<file path="config.mk">
export PLATFORM = sky130hd
export DESIGN_NAME = fetch_seq_unit
export DESIGN_NICKNAME = d
export VERILOG_FILES = /design/src/rtl/fetch_pkg.sv /design/src/rtl/fetch_sc_counter.sv /design/src/rtl/fetch_onehot_dec.sv /design/src/rtl/fetch_ctrl_terms.sv /design/src/rtl/fetch_regs.sv /design/src/rtl/fetch_seq_unit.sv
export SDC_FILE = /design/constraint.sdc
export NUM_CORES = 1
export LEC_CHECK = 0
export BUFFER_PORTS_ARGS = -buffer_cell sky130_fd_sc_hd__buf_2
export CAP_MARGIN = 20
export CORE_MARGIN = 3
export CORE_UTILIZATION = 35
export CTS_CLUSTER_DIAMETER = 100
export CTS_CLUSTER_SIZE = 14
export DETAILED_ROUTE_END_ITERATION = 7
export PLACE_DENSITY = 0.65
export SYNTH_ARGS = -nofsm -noshare
export SYNTH_HDL_FRONTEND = slang
export SYNTH_SLANG_ARGS = --single-unit
</file>
<file path="constraint.sdc">
create_clock -name clk_i -period 1.7 [get_ports clk_i]
set_input_delay 0.51 -clock clk_i [delete_from_list [all_inputs] [get_ports clk_i]]
set_output_delay 0.51 -clock clk_i [all_outputs]
set_load 0.05 [all_outputs]
</file>
<file path="src/rtl/fetch_pkg.sv">
package fetch_pkg;
  typedef enum logic [2:0] {
    BSEL_NONE = 3'b000,
    BSEL_PC   = 3'b010,
    BSEL_MEM  = 3'b111
  } bus_sel_e;
endpackage

</file>
<file path="src/rtl/fetch_sc_counter.sv">
module fetch_sc_counter #(
  parameter int unsigned SC_W = 4
) (
  input  logic            clk_i,
  input  logic            rst_ni,
  input  logic            start_i,
  input  logic            clr_i,
  output logic            run_o,
  output logic [SC_W-1:0] cnt_o
);
  logic            run_q;
  logic [SC_W-1:0] cnt_q;

  always_ff @(posedge clk_i or negedge rst_ni) begin
    if (!rst_ni) begin
      run_q <= 1'b0;
      cnt_q <= '0;
    end else if (!run_q) begin
      run_q <= start_i;
      cnt_q <= '0;
    end else if (clr_i) begin
      cnt_q <= '0;
    end else begin
      cnt_q <= cnt_q + SC_W'(1);
    end
  end

  assign run_o = run_q;
  assign cnt_o = cnt_q;
endmodule

</file>
<file path="src/rtl/fetch_onehot_dec.sv">
module fetch_onehot_dec #(
  parameter int unsigned IN_W = 4,
  localparam int unsigned OUT_N = 1 << IN_W
) (
  input  logic             en_i,
  input  logic [IN_W-1:0]  code_i,
  output logic [OUT_N-1:0] hot_o
);
  for (genvar g = 0; g < OUT_N; g++) begin : g_line
    assign hot_o[g] = en_i && (code_i == IN_W'(g));
  end
endmodule

</file>
<file path="src/rtl/fetch_ctrl_terms.sv">
module fetch_ctrl_terms (
  input  logic [3:0] t_i,
  output logic [2:0] bus_sel_o,
  output logic       ar_ld_o,
  output logic       ar_from_ir_o,
  output logic       ir_ld_o,
  output logic       pc_inr_o,
  output logic       i_ld_o,
  output logic       sc_clr_o,
  output logic       mem_rd_o
);
  // each control input is an OR over the terms that request it
  logic [1:0] s1_terms;
  logic [0:0] s0_terms, s2_terms;
  logic [1:0] ar_ld_terms;
  logic [0:0] ir_ld_terms, pc_inr_terms, i_ld_terms, clr_terms, rd_terms;

  assign s0_terms     = {t_i[1]};
  assign s1_terms     = {t_i[1], t_i[0]};
  assign s2_terms     = {t_i[1]};
  assign ar_ld_terms  = {t_i[2], t_i[0]};
  assign ir_ld_terms  = {t_i[1]};
  assign pc_inr_terms = {t_i[1]};
  assign i_ld_terms   = {t_i[2]};
  assign clr_terms    = {t_i[3]};
  assign rd_terms     = {t_i[1]};

  assign bus_sel_o    = {|s2_terms, |s1_terms, |s0_terms};
  assign ar_ld_o      = |ar_ld_terms;
  assign ar_from_ir_o = t_i[2];
  assign ir_ld_o      = |ir_ld_terms;
  assign pc_inr_o     = |pc_inr_terms;
  assign i_ld_o       = |i_ld_terms;
  assign sc_clr_o     = |clr_terms;
  assign mem_rd_o     = |rd_terms;
endmodule

</file>
<file path="src/rtl/fetch_regs.sv">
module fetch_regs
  import fetch_pkg::*;
#(
  parameter int unsigned WORD_W  = 16,
  parameter int unsigned ADDR_W  = 12,
  parameter int unsigned OP_W    = 3,
  parameter logic [ADDR_W-1:0] PC_INIT = '0
) (
  input  logic              clk_i,
  input  logic              rst_ni,
  input  logic [2:0]        bus_sel_i,
  input  logic [WORD_W-1:0] mem_rdata_i,
  input  logic              ar_ld_i,
  input  logic              ar_from_ir_i,
  input  logic              ir_ld_i,
  input  logic              pc_inr_i,
  input  logic              i_ld_i,
  output logic [WORD_W-1:0] bus_o,
  output logic [ADDR_W-1:0] pc_o,
  output logic [ADDR_W-1:0] ar_o,
  output logic [WORD_W-1:0] ir_o,
  output logic              i_o,
  output logic [OP_W-1:0]   op_o
);
  localparam int unsigned IND_BIT = WORD_W - 1;
  localparam int unsigned OP_LSB  = ADDR_W;

  logic [ADDR_W-1:0] pc_q, ar_q, ar_d;
  logic [WORD_W-1:0] ir_q, bus;
  logic              i_q;

  always_comb begin
    unique case (bus_sel_i)
      BSEL_PC:  bus = WORD_W'(pc_q);
      BSEL_MEM: bus = mem_rdata_i;
      default:  bus = '0;
    endcase
  end

  assign ar_d = ar_from_ir_i ? ir_q[ADDR_W-1:0] : bus[ADDR_W-1:0];

  always_ff @(posedge clk_i or negedge rst_ni) begin
    if (!rst_ni) begin
      pc_q <= PC_INIT;
      ar_q <= '0;
      ir_q <= '0;
      i_q  <= 1'b0;
    end else begin
      if (pc_inr_i) pc_q <= pc_q + ADDR_W'(1);
      if (ar_ld_i)  ar_q <= ar_d;
      if (ir_ld_i)  ir_q <= bus;
      if (i_ld_i)   i_q  <= ir_q[IND_BIT];
    end
  end

  assign bus_o = bus;
  assign pc_o  = pc_q;
  assign ar_o  = ar_q;
  assign ir_o  = ir_q;
  assign i_o   = i_q;
  assign op_o  = ir_q[OP_LSB +: OP_W];
endmodule

</file>
<file path="src/rtl/fetch_seq_unit.sv">
module fetch_seq_unit #(
  parameter int unsigned WORD_W  = 16,
  parameter int unsigned ADDR_W  = 12,
  parameter int unsigned SC_W    = 4,
  parameter int unsigned OP_W    = 3,
  parameter logic [ADDR_W-1:0] PC_INIT = '0
) (
  input  logic                   clk_i,
  input  logic                   rst_ni,
  input  logic                   start_i,
  input  logic [WORD_W-1:0]      mem_rdata_i,
  output logic [ADDR_W-1:0]      mem_addr_o,
  output logic                   mem_rd_o,
  output logic [WORD_W-1:0]      bus_o,
  output logic [2:0]             bus_sel_o,
  output logic [(1<<SC_W)-1:0]   t_o,
  output logic                   ar_ld_o,
  output logic                   ir_ld_o,
  output logic                   pc_inr_o,
  output logic                   i_ld_o,
  output logic                   sc_clr_o,
  output logic [ADDR_W-1:0]      pc_o,
  output logic [ADDR_W-1:0]      ar_o,
  output logic [WORD_W-1:0]      ir_o,
  output logic                   i_o,
  output logic [(1<<OP_W)-1:0]   dec_o
);
  localparam int unsigned NT = 1 << SC_W;

  logic            run, sc_clr, ar_from_ir;
  logic [SC_W-1:0] cnt;
  logic [NT-1:0]   t;
  logic [OP_W-1:0] op;

  fetch_sc_counter #(.SC_W(SC_W)) i_sc (
    .clk_i, .rst_ni, .start_i,
    .clr_i (sc_clr),
    .run_o (run),
    .cnt_o (cnt)
  );

  fetch_onehot_dec #(.IN_W(SC_W)) i_tdec (
    .en_i (run), .code_i (cnt), .hot_o (t)
  );

  fetch_ctrl_terms i_ctrl (
    .t_i          (t[3:0]),
    .bus_sel_o    (bus_sel_o),
    .ar_ld_o      (ar_ld_o),
    .ar_from_ir_o (ar_from_ir),
    .ir_ld_o      (ir_ld_o),
    .pc_inr_o     (pc_inr_o),
    .i_ld_o       (i_ld_o),
    .sc_clr_o     (sc_clr),
    .mem_rd_o     (mem_rd_o)
  );

  fetch_regs #(
    .WORD_W(WORD_W), .ADDR_W(ADDR_W), .OP_W(OP_W), .PC_INIT(PC_INIT)
  ) i_regs (
    .clk_i, .rst_ni,
    .bus_sel_i    (bus_sel_o),
    .mem_rdata_i  (mem_rdata_i),
    .ar_ld_i      (ar_ld_o),
    .ar_from_ir_i (ar_from_ir),
    .ir_ld_i      (ir_ld_o),
    .pc_inr_i     (pc_inr_o),
    .i_ld_i       (i_ld_o),
    .bus_o        (bus_o),
    .pc_o         (pc_o),
    .ar_o         (ar_o),
    .ir_o         (ir_o),
    .i_o          (i_o),
    .op_o         (op)
  );

  fetch_onehot_dec #(.IN_W(OP_W)) i_opdec (
    .en_i (1'b1), .code_i (op), .hot_o (dec_o)
  );

  assign t_o        = t;
  assign sc_clr_o   = sc_clr;
  assign mem_addr_o = ar_o;
endmodule

</file>
Word level (Yosys, flattened, before mapping)
Index checks and enable logic that the tools add are counted.

cells by class
  add/sub/neg operators = 2
  equal/unequal tests = 24
  mux-type cells = 5
  reductions and logical operators = 20

operators by type and width
  operator                                                         count
  4-bit == test, second input constant                             8
  16-bit one-hot mux with 2 select lines                           1
  4-bit by 3-bit == test with 1-bit output, second input constant  4
  1-bit logical AND                                                16
  3-bit == test, second input constant                             5
  12-bit by 1-bit adder with 12-bit output, second input constant  1
  12-bit two-way mux                                               1
  3-bit by 2-bit == test with 1-bit output, second input constant  3
  4-bit by 2-bit == test with 1-bit output, second input constant  2
  4-bit two-way mux                                                2
  4-bit by 1-bit adder with 4-bit output, second input constant    1
  4-bit by 1-bit == test with 1-bit output, second input constant  1
  4-bit logical NOT                                                1
  2-bit OR reduction                                               2
  3-bit by 1-bit == test with 1-bit output, second input constant  1
  3-bit logical NOT                                                1
  1-bit two-way mux                                                1

storage, ports and cells
  register bits = 46
  input bits = 19
  output and inout bits = 102
  logic and storage cells = 57

Longest topological paths before layout
Gate-level depths: netlist of the first run.

  word-level depth = 6
  depth in mapped cells = 8
  gate-level depth less buffers = 7

Hierarchy
Synthesis of the first run repeated with hierarchy kept, for this count alone.

second synthesis, totals
  cells, all modules = 241
  area, all modules = 2628.8 µm²

by module, submodules not included
  module                      instances  cells an instance  area an instance (µm²)  seq. area each (µm²)
  fetch_regs                  1          170                2042.0                  1026.0
  fetch_sc_counter            1          17                 206.4                   125.1
  fetch_onehot_dec (i_tdec)   1          23                 117.6                   0.0
  fetch_onehot_dec (i_opdec)  1          8                  96.3                    0.0
  fetch_seq_unit              1          13                 93.8                    0.0
  fetch_ctrl_terms            1          10                 72.6                    0.0

Worst setup path before layout of the first run
OpenSTA, ideal clock, no wires.

  path type = reg-to-output
  start point = register i_regs.ir_q[12], in the netlist i_regs.ir_o[12]
  end point = output dec_o[1]
  arrival = 2.070 ns
  data required time = 1.190 ns
  path slack = -0.880 ns
  cell stages (with the launch flop) = 3
  buffers on the path = 1
  cell sequence = dfrtp_1 > clkbuf_1 > nor3b_1

on the way
  cells in the longest elaborated chain, start to end = 1

RTL lines
  element                                   line                    text
  start, declared                           fetch_regs.sv:29        logic [WORD_W-1:0] ir_q, bus;
  start signal, assigned                    fetch_regs.sv:51        if (ir_ld_i) ir_q <= bus;
  3-bit by 1-bit == test with 1-bit output  fetch_onehot_dec.sv:10  assign hot_o[g] = en_i && (code_i == IN_W'(g));
  end, declared                             fetch_seq_unit.sv:26    output logic [(1<<OP_W)-1:0] dec_o

Every way passes these cells.

Worst setup path in the final report of the first run
  start point = register i_sc.cnt_q[1], in the netlist i_sc.cnt_o[1]
  end point = output bus_o[6]

on the way
  cells in the longest elaborated chain, start to end = 5
  elaborated cells between the ends (all ways) = 8
  classes of those cells = eq/ne: 3; mux: 1; reduce/logical: 4

RTL lines
  element                                                                               line                    text
  start, declared                                                                       fetch_sc_counter.sv:12  logic [SC_W-1:0] cnt_q;
  start signal, assigned                                                                fetch_sc_counter.sv:24  cnt_q <= cnt_q + SC_W'(1);
  4-bit by 1-bit == test with 1-bit output / 4-bit logical NOT (equally long branches)  fetch_onehot_dec.sv:10
  1-bit logical AND                                                                     fetch_onehot_dec.sv:10
  2-bit OR reduction                                                                    fetch_ctrl_terms.sv:28  assign bus_sel_o = {|s2_terms, |s1_terms, |s0_terms};
  3-bit == test / 3-bit by 2-bit == test with 1-bit output (equally long branches)      fetch_regs.sv:33        unique case (bus_sel_i)
  16-bit one-hot mux with 2 select lines *                                              fetch_regs.sv:33
  end, declared                                                                         fetch_seq_unit.sv:14    output logic [WORD_W-1:0] bus_o,

Every way passes the cells marked *; elsewhere a longest branch is shown, timed or not.

==> load_flow_metrics.sql, run 1 <==
INSERT INTO impl_metrics (metric_group, metric, value, unit) VALUES
('status', 'run_status', 'finished with violations', ''),
('status', 'violated_checks', 'setup timing', ''),
('synth', 'synthArstFlopShare', '1.000', ''),
('routing', 'drt_first_iter_violations', '125', ''),
('synth', 'most_used_standard_cell_by_instance_count_after_synthesis', 'nand2_1', ''),
('placement', 'post_detail_place_hpwl', '6116', 'um'),
('sta', 'report.final.hold_viol_count', '0', ''),
('routing', 'wirelength', '10920', 'um'),
('sta', 'slew_viol_final', '0', ''),
('setup_path', 'cp_cell_sequence', 'inv_2 > ha_4 > inv_6 > and3_1 > a21oi_2 > nor2_4 > buf_6', ''),
('sta', 'setup_violations', '56', ''),
('synth', 'synth_nets', '312', ''),
('finish', 'antenna-diode-count', '0', ''),
('sta', 'postLayoutSetupSlackWorst', '-0.5195', 'ns'),
('synth', 'synth_flop_cell', 'dfrtp_1', ''),
('grt', 'number_of_antenna_violations_at_the_first_check_in_global_routing', '0', ''),
('cts', 'later_pin_clock_latency_in_the_skew_report', '0.30', 'ns'),
('routing', 'drc', '0', ''),
('cts', 'tritoncts', 'yes', ''),
('sta', 'grt_setup_unrepaired', 'yes', ''),
('synth', 'synth-seq-area-share', '0.4462', ''),
('grt', 'grtUsageTotal', '0.2328', ''),
('cts', 'cts_hold_repair_buffers', '0', ''),
('cts', 'clock_path_buffers', '2', ''),
('worst_hold_path', 'hold_path.class', 'in -> async', ''),
('synth', 'ys_top_cells_by_count', 'nand2_1, dfrtp_1, nor2_1, and3_1, buf_4', ''),
('die', 'die_h', '91.86', 'um'),
('grt', 'largest_net_degree_at_the_start_of_global_routing', '47', ''),
('finish', 'final_layout_size_suffix_gt1_frac', '0.7081', ''),
('cts', 'h_tree_lvls', '2', ''),
('routing', 'route.antenna.remaining_nets', '0', ''),
('synth', 'synth_largest_area_cell', 'dfrtp_1', ''),
('sta', 'finClkSkew', '0.007939', 'ns'),
('placement', 'placement.io_buffers', '120', ''),
('sta', 'fin_crit_sh', '1.306', ''),
('synth', 'synthTopCellsByArea', 'dfrtp_1, nand2_1, buf_4', ''),
('cts', 'clk_pin_slew', '0.10', 'ns'),
('setup_path', 'timing.setup.critical_path_class', 'reg -> out', ''),
('setup_path', 'cpPeakStageDelay', '0.41', 'ns'),
('cts', 'cts_made_buffers', '5', ''),
('setup_path', 'critical_path.max_fanout', '10', ''),
('grt', 'grt_first_pass_wirelength', '15550', 'um'),
('sta', 'max_slew_margin_vs_limit', '0.8227', ''),
('sta', 'period_needed', '2.219', 'ns'),
('setup_path', 'crit_required', '1.19', 'ns'),
('routing', 'vias_per_cell', '5.033', ''),
('setup_path', 'worst-endpoint-arrival', '1.71', 'ns'),
('placement', 'gp_routability_congestion', '0.8137', ''),
('die', 'floorplan.io_pins', '121', ''),
('synth', 'total_of_warnings_raised_by_yosys', '0', ''),
('synth', 'synthesis.instances', '288', ''),
('synth', 'post_synth_cell_types', '40', ''),
('die', 'fp.dieArea', '0.008437', 'mm2'),
('die', 'die_width', '91.86', 'um'),
('sta', 'final.hold.worst_slack', '0.1858', 'ns'),
('grt', 'global_route.overflow_total', '0', ''),
('setup_path', 'critPathCaptureType', 'output pin', ''),
('synth', 'synth_area_per_cell', '8.958', 'um2'),
('finish', 'util_after_layout', '0.7595', ''),
('cts', 'cts_num_sinks', '46', ''),
('placement', 'placed_cell_area', '0.003909', 'mm2'),
('routing', '1st_pass_router_iterations', '4', ''),
('synth', 'cell_area_after_technology_mapping', '0.002580', 'mm2'),
('synth', 'yosysTopAreaCellShare', '0.4462', ''),
('cts', 'cts_root_buf', 'clkbuf_8', ''),
('setup_path', 'critical-path-top-delay-family', 'flip-flops', ''),
('sta', 'worst-slew-pin-transition', '0.2632', 'ns'),
('job', 'max_cap_violation_count', '0', ''),
('setup_path', 'worst_path_max_delay_cell', 'dfrtp_1', ''),
('setup_path', 'count_of_buffer_and_inverter_cells_on_the_critical_path', '3', ''),
('finish', 'number_of_nets_in_the_finished_design', '506', ''),
('grt', 'grt_pass1_vias', '2917', ''),
('sta', 'fmaxAchievable', '450.6', 'MHz'),
('setup_path', 'start_kind', 'register', ''),
('finish', 'design_area', '0.005303', 'mm2'),
('routing', 'routedWlPerCell', '18.87', 'um'),
('die', 'core_footprint', '0.006982', 'mm2'),
('finish', 'area_growth', '105.5', '%'),
('synth', 'postSynthRegisterBits', '46', ''),
('die', 'placementRows', '30', ''),
('synth', 'synth_enable_flop_cells', '0', ''),
('routing', 'vias', '2914', ''),
('die', 'initial_core_util', '0.3695', ''),
('placement', 'placement_setup_slack', '-0.2877', 'ns');
[final cells by class]
cell class                 instances  area, um2
clock buffer                       6      82.58
clock inverter                     2      12.51
fill                             446       1679
timing repair inverter             1      16.27
sequential                        46       1161
tap                               96      120.1
multi-input combinational        196       1768
timing repair buffer             220       2066
inverter                          12      76.32
[routing by layer]
metal	vias to the layer above	global-route usage	part of all wire	wire (um)
met3	21	0.03527	0.048	524
met5	-	0	0	0
met2	101	0.4300	0.54	5846
met4	0	0.06559	0.024	259
li1	1340	-	-	-
met1	1452	0.2784	0.39	4293
[placed cells by master, fill, tap and decap left out, drive strengths merged, types with 2 or more instances in the layout]
| cell | netlist | routed |
|---|---|---|
| a211oi | 9 | 9 |
| a21o | 4 | 4 |
| a21oi | 19 | 19 |
| a221oi | 3 | 3 |
| and2 | 9 | 9 |
| and3 | 20 | 20 |
| and3b | 2 | 2 |
| and4 | 2 | 2 |
| buf | 28 | 219 |
| clkbuf | 7 | 7 |
| clkinv | 0 | 2 |
| clkinvlp | 0 | 2 |
| dfrtp | 46 | 46 |
| ha | 5 | 5 |
| inv | 12 | 11 |
| nand2 | 50 | 50 |
| nand3 | 7 | 7 |
| nand4 | 3 | 3 |
| nor2 | 27 | 27 |
| nor2b | 2 | 2 |
| nor3 | 3 | 3 |
| nor3b | 5 | 5 |
| o21ai | 6 | 6 |
| o22ai | 3 | 3 |
| or2 | 2 | 3 |
| xnor2 | 7 | 7 |
| xor2 | 5 | 5 |
[metrics by stage]
stage	TNS, ns	instances
final	-18.57	579
after CTS	-16.05	561
after floorplan	-3.870	288
after detailed placement	-8.026	522
after global placement	-7.193	522
after global routing	-22.00	579
[worst reg2reg max path: cells and delay by family (launching register included)]
family	cells	cell delay (ns)
adder cells (fa/ha/maj)	1	0.20
XOR/XNOR	1	0.18
flip-flops	1	0.41
AND/OR/NAND/NOR	3	0.60
buffers and inverters	4	0.47
[flip-flops by register name, summed over array words and instances (netlist names)]
register,count
i_sc.run_o,1
i_sc.cnt_o,4
i_regs.i_o,1
i_regs.pc_o,12
i_regs.ir_o,16
i_regs.ar_o,12
[worst paths after layout]
kind	start	to	slack, ns	cells past startpoint
hold reg to reg	i_regs.i_o	i_regs.i_o	0.48	2
setup reg to reg	i_sc.cnt_o[1]	i_regs.pc_o[11]	-0.22	9
hold / removal	rst_ni	i_regs.ar_o[11]	0.19	2
setup / recovery	i_sc.cnt_o[1]	bus_o[6]	-0.52	7
min in group clk_i	start_i	i_sc.run_o	0.41	2
max in group asynchronous	rst_ni	i_regs.pc_o[0]	1.28	2
[kinds of logic after synthesis]
| logic type | count (synthesis) | synth area share |
|---|---|---|
| flip-flops | 46 | 0.4462 |
| adder cells (fa/ha/maj) | 5 | 0.02425 |
| multiplexers | 1 | 0.003880 |
| AO/OA/AOI/OAI | 44 | 0.1062 |
| AND/OR/NAND/NOR | 133 | 0.2774 |
| XOR/XNOR | 12 | 0.04074 |
| buffers and inverters | 47 | 0.1014 |
[what timing repair did]
action,in CTS,in global routing
pin swaps,21,24
gates resized for setup,205,44
cloned,1,2
setup buffers,31,23
endpoints found under the setup margin,58,71
Power of run 1 is not shown: default switching activity piles up to over one toggle a cycle in this logic, so the estimate is an artifact.
==> run 2: changes to the inputs <==
SYNTH_HIERARCHICAL = 1   (was default)
==> run 2 against run 1 <==
Compared with the run above:
- the run still ends with setup timing left
- flip-flop and latch count unchanged
- global-route usage is 4.6 points lower
- count of clock-buffer cells in the layout stayed put
- first-iteration DRC count down 22%
- fmax is 14% lower
- highest routed layer unchanged
==> load_flow_metrics.sql, run 2 <==
INSERT INTO impl_metrics (metric_group, metric, value, unit) VALUES
('status', 'run_status', 'finished with violations', ''),
('status', 'violated_checks', 'setup timing', ''),
('grt', 'grtUsageTotal', '0.1872', ''),
('synth', 'synthTopCellsByArea', 'dfrtp_1, mux2_2, buf_4', ''),
('setup_path', 'cp.depth', '7', ''),
('setup_path', 'critical-path-top-delay-family', 'simple AND/OR/NAND/NOR gates', ''),
('sta', 'finClkSkew', '0.01210', 'ns'),
('setup_path', 'critical_path.max_fanout', '14', ''),
('finish', 'fillerInstances', '447', ''),
('sta', 'grt_setup_unrepaired', 'yes', ''),
('setup_path', 'reg2regPathDepth', '8', ''),
('routing', 'drt_first_iter_violations', '98', ''),
('sta', 'fmaxAchievable', '385.4', 'MHz'),
('die', 'initial_core_util', '0.3745', ''),
('synth', 'cell_area_after_technology_mapping', '0.002629', 'mm2'),
('finish', 'area_growth', '94.34', '%'),
('cts', 'cts_num_sinks', '46', ''),
('die', 'placementRows', '30', ''),
('die', 'core_footprint', '0.007019', 'mm2'),
('placement', 'gp_routability_congestion', '0.7744', ''),
('routing', 'routedWlPerCell', '17.47', 'um'),
('synth', 'yosysTopAreaCellShare', '0.4379', ''),
('grt', 'largest_net_degree_at_the_start_of_global_routing', '47', ''),
('synth', 'total_of_warnings_raised_by_yosys', '6', ''),
('synth', 'synth-seq-area-share', '0.4379', ''),
('pwr', 'pwr_density_cell', '1636', 'mW/mm2'),
('finish', 'final-instance-count-excl-fill', '527', ''),
('sta', 'report.final.hold_viol_count', '0', ''),
('cts', 'cts_made_buffers', '5', ''),
('die', 'floorplan.io_pins', '121', ''),
('routing', 'vias_per_cell', '4.839', ''),
('finish', 'number_of_nets_in_the_finished_design', '450', ''),
('cts', 'h_tree_lvls', '2', ''),
('die', 'die_h', '92.67', 'um'),
('setup_path', 'cp_cell_sequence', 'or3b_4 > nor2_4 > buf_12 > buf_12 > or3b_4 > a21boi_4 > buf_6', ''),
('setup_path', 'count_of_buffer_and_inverter_cells_on_the_critical_path', '3', ''),
('pwr', 'standby_leakage_power', '2.526', 'nW'),
('routing', 'vias', '2550', ''),
('placement', 'placement.io_buffers', '120', ''),
('routing', 'wirelength', '9206', 'um'),
('finish', 'util_after_layout', '0.7278', ''),
('synth', 'synth_enable_flop_cells', '0', ''),
('setup_path', 'start_kind', 'register', ''),
('routing', 'drc', '0', ''),
('synth', 'synth_flop_cell', 'dfrtp_1', ''),
('pwr', 'totalPowerFinal', '0.008359', 'W'),
('grt', 'number_of_antenna_violations_at_the_first_check_in_global_routing', '1', ''),
('grt', 'grt_pass1_vias', '2374', ''),
('sta', 'slew_viol_final', '0', ''),
('synth', 'synthesis.instances', '241', ''),
('setup_path', 'cpPeakStageDelay', '0.42', 'ns'),
('synth', 'ys_top_cells_by_count', 'dfrtp_1, buf_4, mux2_2, nor2_1, and3_1', ''),
('die', 'fp.dieArea', '0.008587', 'mm2'),
('setup_path', 'critPathCaptureType', 'output pin', ''),
('synth', 'postSynthRegisterBits', '46', ''),
('synth', 'most_used_standard_cell_by_instance_count_after_synthesis', 'dfrtp_1', ''),
('routing', '1st_pass_router_iterations', '4', ''),
('job', 'max_cap_violation_count', '0', ''),
('cts', 'clk_pin_slew', '0.09', 'ns'),
('setup_path', 'r2r_setup_slack', '-0.52', 'ns'),
('setup_path', 'crit_required', '1.19', 'ns'),
('sta', 'final.hold.worst_slack', '0.1884', 'ns'),
('synth', 'synthArstFlopShare', '1.000', ''),
('placement', 'placement_setup_slack', '-0.7409', 'ns'),
('placement', 'dpl.cell_count', '478', ''),
('setup_path', 'worst_path_max_delay_cell', 'or3b_4', ''),
('cts', 'clock_path_buffers', '2', ''),
('finish', 'largest_reg_flops', '16', ''),
('cts', 'tritoncts', 'yes', ''),
('synth', 'synth_area_per_cell', '10.91', 'um2'),
('finish', 'layout_common_cells', 'buf_2, buf_6, dfrtp_1, buf_4, buf_8', ''),
('setup_path', 'worst-endpoint-arrival', '2.08', 'ns'),
('cts', 'cts_hold_repair_buffers', '0', ''),
('sta', 'setup_violations', '89', ''),
('synth', 'post_synth_cell_types', '37', ''),
('cts', 'later_pin_clock_latency_in_the_skew_report', '0.30', 'ns'),
('finish', 'most_frequent_standard_cell_in_the_layout_excluding_fill_and_tap_cells', 'buf_2', ''),
('sta', 'period_needed', '2.595', 'ns'),
('grt', 'grt_first_pass_wirelength', '12810', 'um'),
('sta', 'postLayoutSetupSlackWorst', '-0.8949', 'ns'),
('grt', 'global_route.overflow_total', '0', ''),
('finish', 'final_layout_size_suffix_gt1_frac', '0.7442', ''),
('routing', 'route.antenna.remaining_nets', '0', ''),
('synth', 'synth_largest_area_cell', 'dfrtp_1', ''),
('setup_path', 'timing.setup.critical_path_class', 'reg -> out', ''),
('sta', 'fin_crit_sh', '1.526', ''),
('worst_hold_path', 'hold_path.class', 'in -> async', ''),
('cts', 'cts_root_buf', 'clkbuf_8', ''),
('placement', 'post_detail_place_hpwl', '5407', 'um'),
('die', 'die_width', '92.67', 'um'),
('pwr', 'vdd_ir_drop_max', '0.9572', 'mV');
run 2: final cells by class:
class / count / area [um2] / area share
clock buffer: 6 / 72.57 / 0.01421
inverter: 4 / 18.77 / 0.003674
multi-input combinational: 166 / 1790 / 0.3505
clock inverter: 2 / 13.76 / 0.002694
sequential: 46 / 1156 / 0.2263
tap: 96 / 120.1 / 0.02351
antenna: 1 / 2.502 / 0.0004898
timing repair buffer: 206 / 1934 / 0.3786
run 2: stage by stage:
step	setup TNS, ns	instance area, um2
floorplan	-55.64	3079
global route	-42.95	5109
CTS	-36.61	4736
global placement	-24.18	3886
finish	-37.56	5109
detailed placement	-25.88	3886
run 2: path summary, 6_finish.rpt:
check,start,to
worst max-delay path,i_sc/run_o,bus_o[2]
worst min-delay path,rst_ni,i_regs/pc_o[2]
worst max register to register,i_sc/cnt_o[3],i_regs/ar_o[10]
worst min register to register,i_regs/ir_o[3],i_regs/ir_o[3]
max in group asynchronous,rst_ni,i_regs/ir_o[14]
min in group clk_i,start_i,i_sc/run_o
run 2: logic make-up (layout without fill, tap and decap cells):
kind of cell / after synthesis / in the layout / synth area share
mux: 19 / 19 / 0.08091
buf+inv: 38 / 218 / 0.09281
flops: 46 / 46 / 0.4379
simple gates: 99 / 101 / 0.2404
fa+ha+maj: 2 / 2 / 0.009518
compound gates: 24 / 24 / 0.09710
xor+xnor: 12 / 12 / 0.03998
other cells: 1 / 9 / 0.001427
run 2: power breakdown:
group          internal (W)  switching (W)  leakage (nW)  total (W)
Combinational       0.00269        0.00358          1.87    0.00627
Sequential          0.00129       0.000135         0.614    0.00143
Clock              0.000291       0.000368        0.0452   0.000659
run 2: repair_timing:
action | in CTS | in global routing
cloned | 2 | 3
resized for setup | 185 | 47
endpoints found under the setup margin | 87 | 93
setup buffers | 18 | 27
pin swaps | 18 | 28
run 2: metal layers:
metal | global-route usage | part of all wire | wire [um]
met4 | 0.04274 | 0.019 | 178
met1 | 0.2481 | 0.40 | 3676
met2 | 0.3160 | 0.54 | 4930
met3 | 0.03737 | 0.046 | 421
met5 | 0 | 0 | 0
(Power assumes the default switching activity.)
==> run 3: changes to the inputs <==
PLACE_DENSITY = default   (was 0.65)
PLACE_DENSITY_LB_ADDON = 0.15   (was default)
==> run 3 against run 2 <==
Compared with the run above:
- the flow still finishes with violations (setup timing)
- global-route usage up 2.1 points
- non-clock buffer count is 27 higher
- count of clock-buffer cells in the layout fell by 1
- flip-flop and latch count did not move
- total power up 11%
- utilization is 5.2 points higher
- sequential share of layout area down 1.5 points
- register-to-register slack got worse by 0.10 ns
- routed wire length grew 8.2%
- fmax fell by 3.5%
- critical path type unchanged
==> load_flow_metrics.sql, run 3 (synthesis gave the netlist of run 2 again) <==
INSERT INTO impl_metrics (metric_group, metric, value, unit) VALUES
('routing', 'drc', '0', ''),
('die', 'floorplan.io_pins', '121', ''),
('worst_hold_path', 'hold_path.class', 'in -> async', ''),
('setup_path', 'crit_required', '1.19', 'ns'),
('finish', 'largest_reg_flops', '16', ''),
('finish', 'multi_input_logic_area', '0.001823', 'mm2'),
('cts', 'later_pin_clock_latency_in_the_skew_report', '0.31', 'ns'),
('status', 'run_status', 'finished with violations', ''),
('routing', 'route.antenna.remaining_nets', '0', ''),
('routing', 'vias', '2689', ''),
('pwr', 'totalPowerFinal', '0.009283', 'W'),
('die', 'die_width', '92.67', 'um'),
('sta', 'slew_viol_final', '0', ''),
('routing', 'drt_first_iter_violations', '89', ''),
('routing', 'wirelength', '9962', 'um'),
('status', 'violated_checks', 'setup timing', ''),
('placement', 'gp_routability_congestion', '0.8759', ''),
('setup_path', 'critical_path.max_fanout', '9', ''),
('finish', 'most_frequent_standard_cell_in_the_layout_excluding_fill_and_tap_cells', 'buf_6', ''),
('sta', 'grt_setup_unrepaired', 'yes', ''),
('grt', 'grtUsageTotal', '0.2081', ''),
('die', 'initial_core_util', '0.3745', ''),
('sta', 'finClkSkew', '0.006973', 'ns'),
('sta', 'report.final.hold_viol_count', '0', ''),
('pwr', 'pwr_density_cell', '1697', 'mW/mm2'),
('setup_path', 'worst_path_max_delay_cell', 'or3b_4', ''),
('die', 'fp.dieArea', '0.008587', 'mm2'),
('finish', 'number_of_nets_in_the_finished_design', '478', ''),
('cts', 'clk_pin_slew', '0.09', 'ns'),
('setup_path', 'cp_common_cell', 'buf_6', ''),
('die', 'core_footprint', '0.007019', 'mm2'),
('pwr', 'vdd_ir_drop_max', '1.300', 'mV'),
('placement', 'post_detail_place_hpwl', '5504', 'um'),
('cts', 'cts_hold_repair_buffers', '0', ''),
('cts', 'cts_made_buffers', '5', ''),
('setup_path', 'start_kind', 'register', ''),
('die', 'die_h', '92.67', 'um'),
('routing', 'routedWlPerCell', '17.98', 'um'),
('finish', 'antenna-diode-count', '0', ''),
('finish', 'fillerInstances', '408', ''),
('sta', 'setup_violations', '91', ''),
('setup_path', 'cpPeakStageDelay', '0.46', 'ns'),
('cts', 'clock_path_buffers', '2', ''),
('grt', 'number_of_antenna_violations_at_the_first_check_in_global_routing', '0', ''),
('finish', 'area_growth', '108.1', '%'),
('cts', 'h_tree_lvls', '2', ''),
('finish', 'layout_common_cells', 'buf_6, buf_2, buf_4, dfrtp_1, buf_8', ''),
('cts', 'tritoncts', 'yes', ''),
('routing', '1st_pass_router_iterations', '4', ''),
('sta', 'fin_crit_sh', '1.582', ''),
('setup_path', 'timing.setup.critical_path_class', 'reg -> out', ''),
('placement', 'placement_setup_slack', '-0.6995', 'ns'),
('finish', 'reg_area', '0.001156', 'mm2'),
('grt', 'largest_net_degree_at_the_start_of_global_routing', '47', ''),
('routing', 'vias_per_cell', '4.854', ''),
('setup_path', 'cp_cell_sequence', 'or3b_4 > nor2_4 > buf_6 > buf_12 > nand3_4 > a21boi_4 > buf_6', ''),
('die', 'placementRows', '30', ''),
('placement', 'placement.io_buffers', '120', ''),
('grt', 'global_route.overflow_total', '0', ''),
('sta', 'postLayoutSetupSlackWorst', '-0.9888', 'ns'),
('cts', 'cts_num_sinks', '46', ''),
('grt', 'grt_pass1_vias', '2616', ''),
('sta', 'fmaxAchievable', '371.9', 'MHz'),
('setup_path', 'critPathCaptureType', 'output pin', ''),
('job', 'max_cap_violation_count', '0', ''),
('finish', 'final_layout_size_suffix_gt1_frac', '0.7620', ''),
('cts', 'cts_root_buf', 'clkbuf_8', ''),
('sta', 'period_needed', '2.689', 'ns'),
('pwr', 'standby_leakage_power', '2.732', 'nW'),
('grt', 'grt_first_pass_wirelength', '14250', 'um'),
('setup_path', 'worst-endpoint-arrival', '2.18', 'ns');
==> run 3: changes by cell type in the layout (fill, tap and decap cells not counted), sizes merged <==
cell | before | now
clkbuf | 8 | 7
inv | 3 | 4
buf | 204 | 231
diode | 1 | 0
or2 | 4 | 5
==> run 3: routing by layer <==
layer  global-route usage  part of all wire  up-vias
li1                     -                 -     1279
met1               0.2805              0.41     1322
met2               0.3480              0.52       81
met3              0.04712             0.050        7
met4              0.03419             0.010        0
met5                    0                 0        -
==> run 3: power breakdown <==
group | leakage [nW] | total (W) | switching, W | internal (W)
clock | 0.0441 | 0.000701 | 0.000411 | 0.000290
sequential | 0.614 | 0.00144 | 0.000145 | 0.00129
combinational | 2.07 | 0.00715 | 0.00384 | 0.00331
total | 2.73 | 0.00928 | 0.00440 | 0.00489
==> run 3: metrics by stage <==
stage	std cells	util	hold WS (ns)	instance area, um2	setup TNS (ns)
floorplan	248	-	0.2144	3079	-55.64
global placement	486	0.5640	0.4985	3959	-23.46
detailed placement	486	0.5640	0.5018	3959	-25.21
CTS	534	0.7198	0.1716	5052	-40.51
global route	554	0.7795	0.1688	5472	-50.64
finish	554	0.7795	0.1624	5472	-45.09
==> run 3: worst max-delay path, delay by kind of cell, from the launching register on <==
kind,cells,cell delay [ns]
buffers and inverters,3,0.47
DFF,1,0.39
AOI/OAI and AO/OA,1,0.22
and+or+nand+nor,3,0.77
==> run 3: final cells by class <==
cell class,instances,area share
clock buffers,5,0.01258
flip-flops and latches,46,0.2113
inverters,4,0.003201
well taps,96,0.02195
clock inverters,3,0.003887
repair buffers,233,0.4139
multi-input cells,167,0.3332
==> run 3: path summary, 6_finish.rpt <==
check,from,end,slack [ns],cells past startpoint
max,i_sc/cnt_o[3],bus_o[10],-0.99,7
min,rst_ni,i_regs/pc_o[7],0.16,2
max reg2reg,i_sc/cnt_o[3],i_regs/ar_o[1],-0.62,10
min reg2reg,i_regs/ir_o[10],i_regs/ir_o[10],0.54,1
max in group asynchronous,rst_ni,i_regs/ir_o[13],1.31,2
min in group clk_i,start_i,i_sc/run_o,0.38,2
==> run 3: what timing repair did <==
action	CTS	global route
cloned	6	2
pin swaps	33	34
setup buffers	34	24
endpoints found under the setup margin	88	92
gates resized for setup	196	69
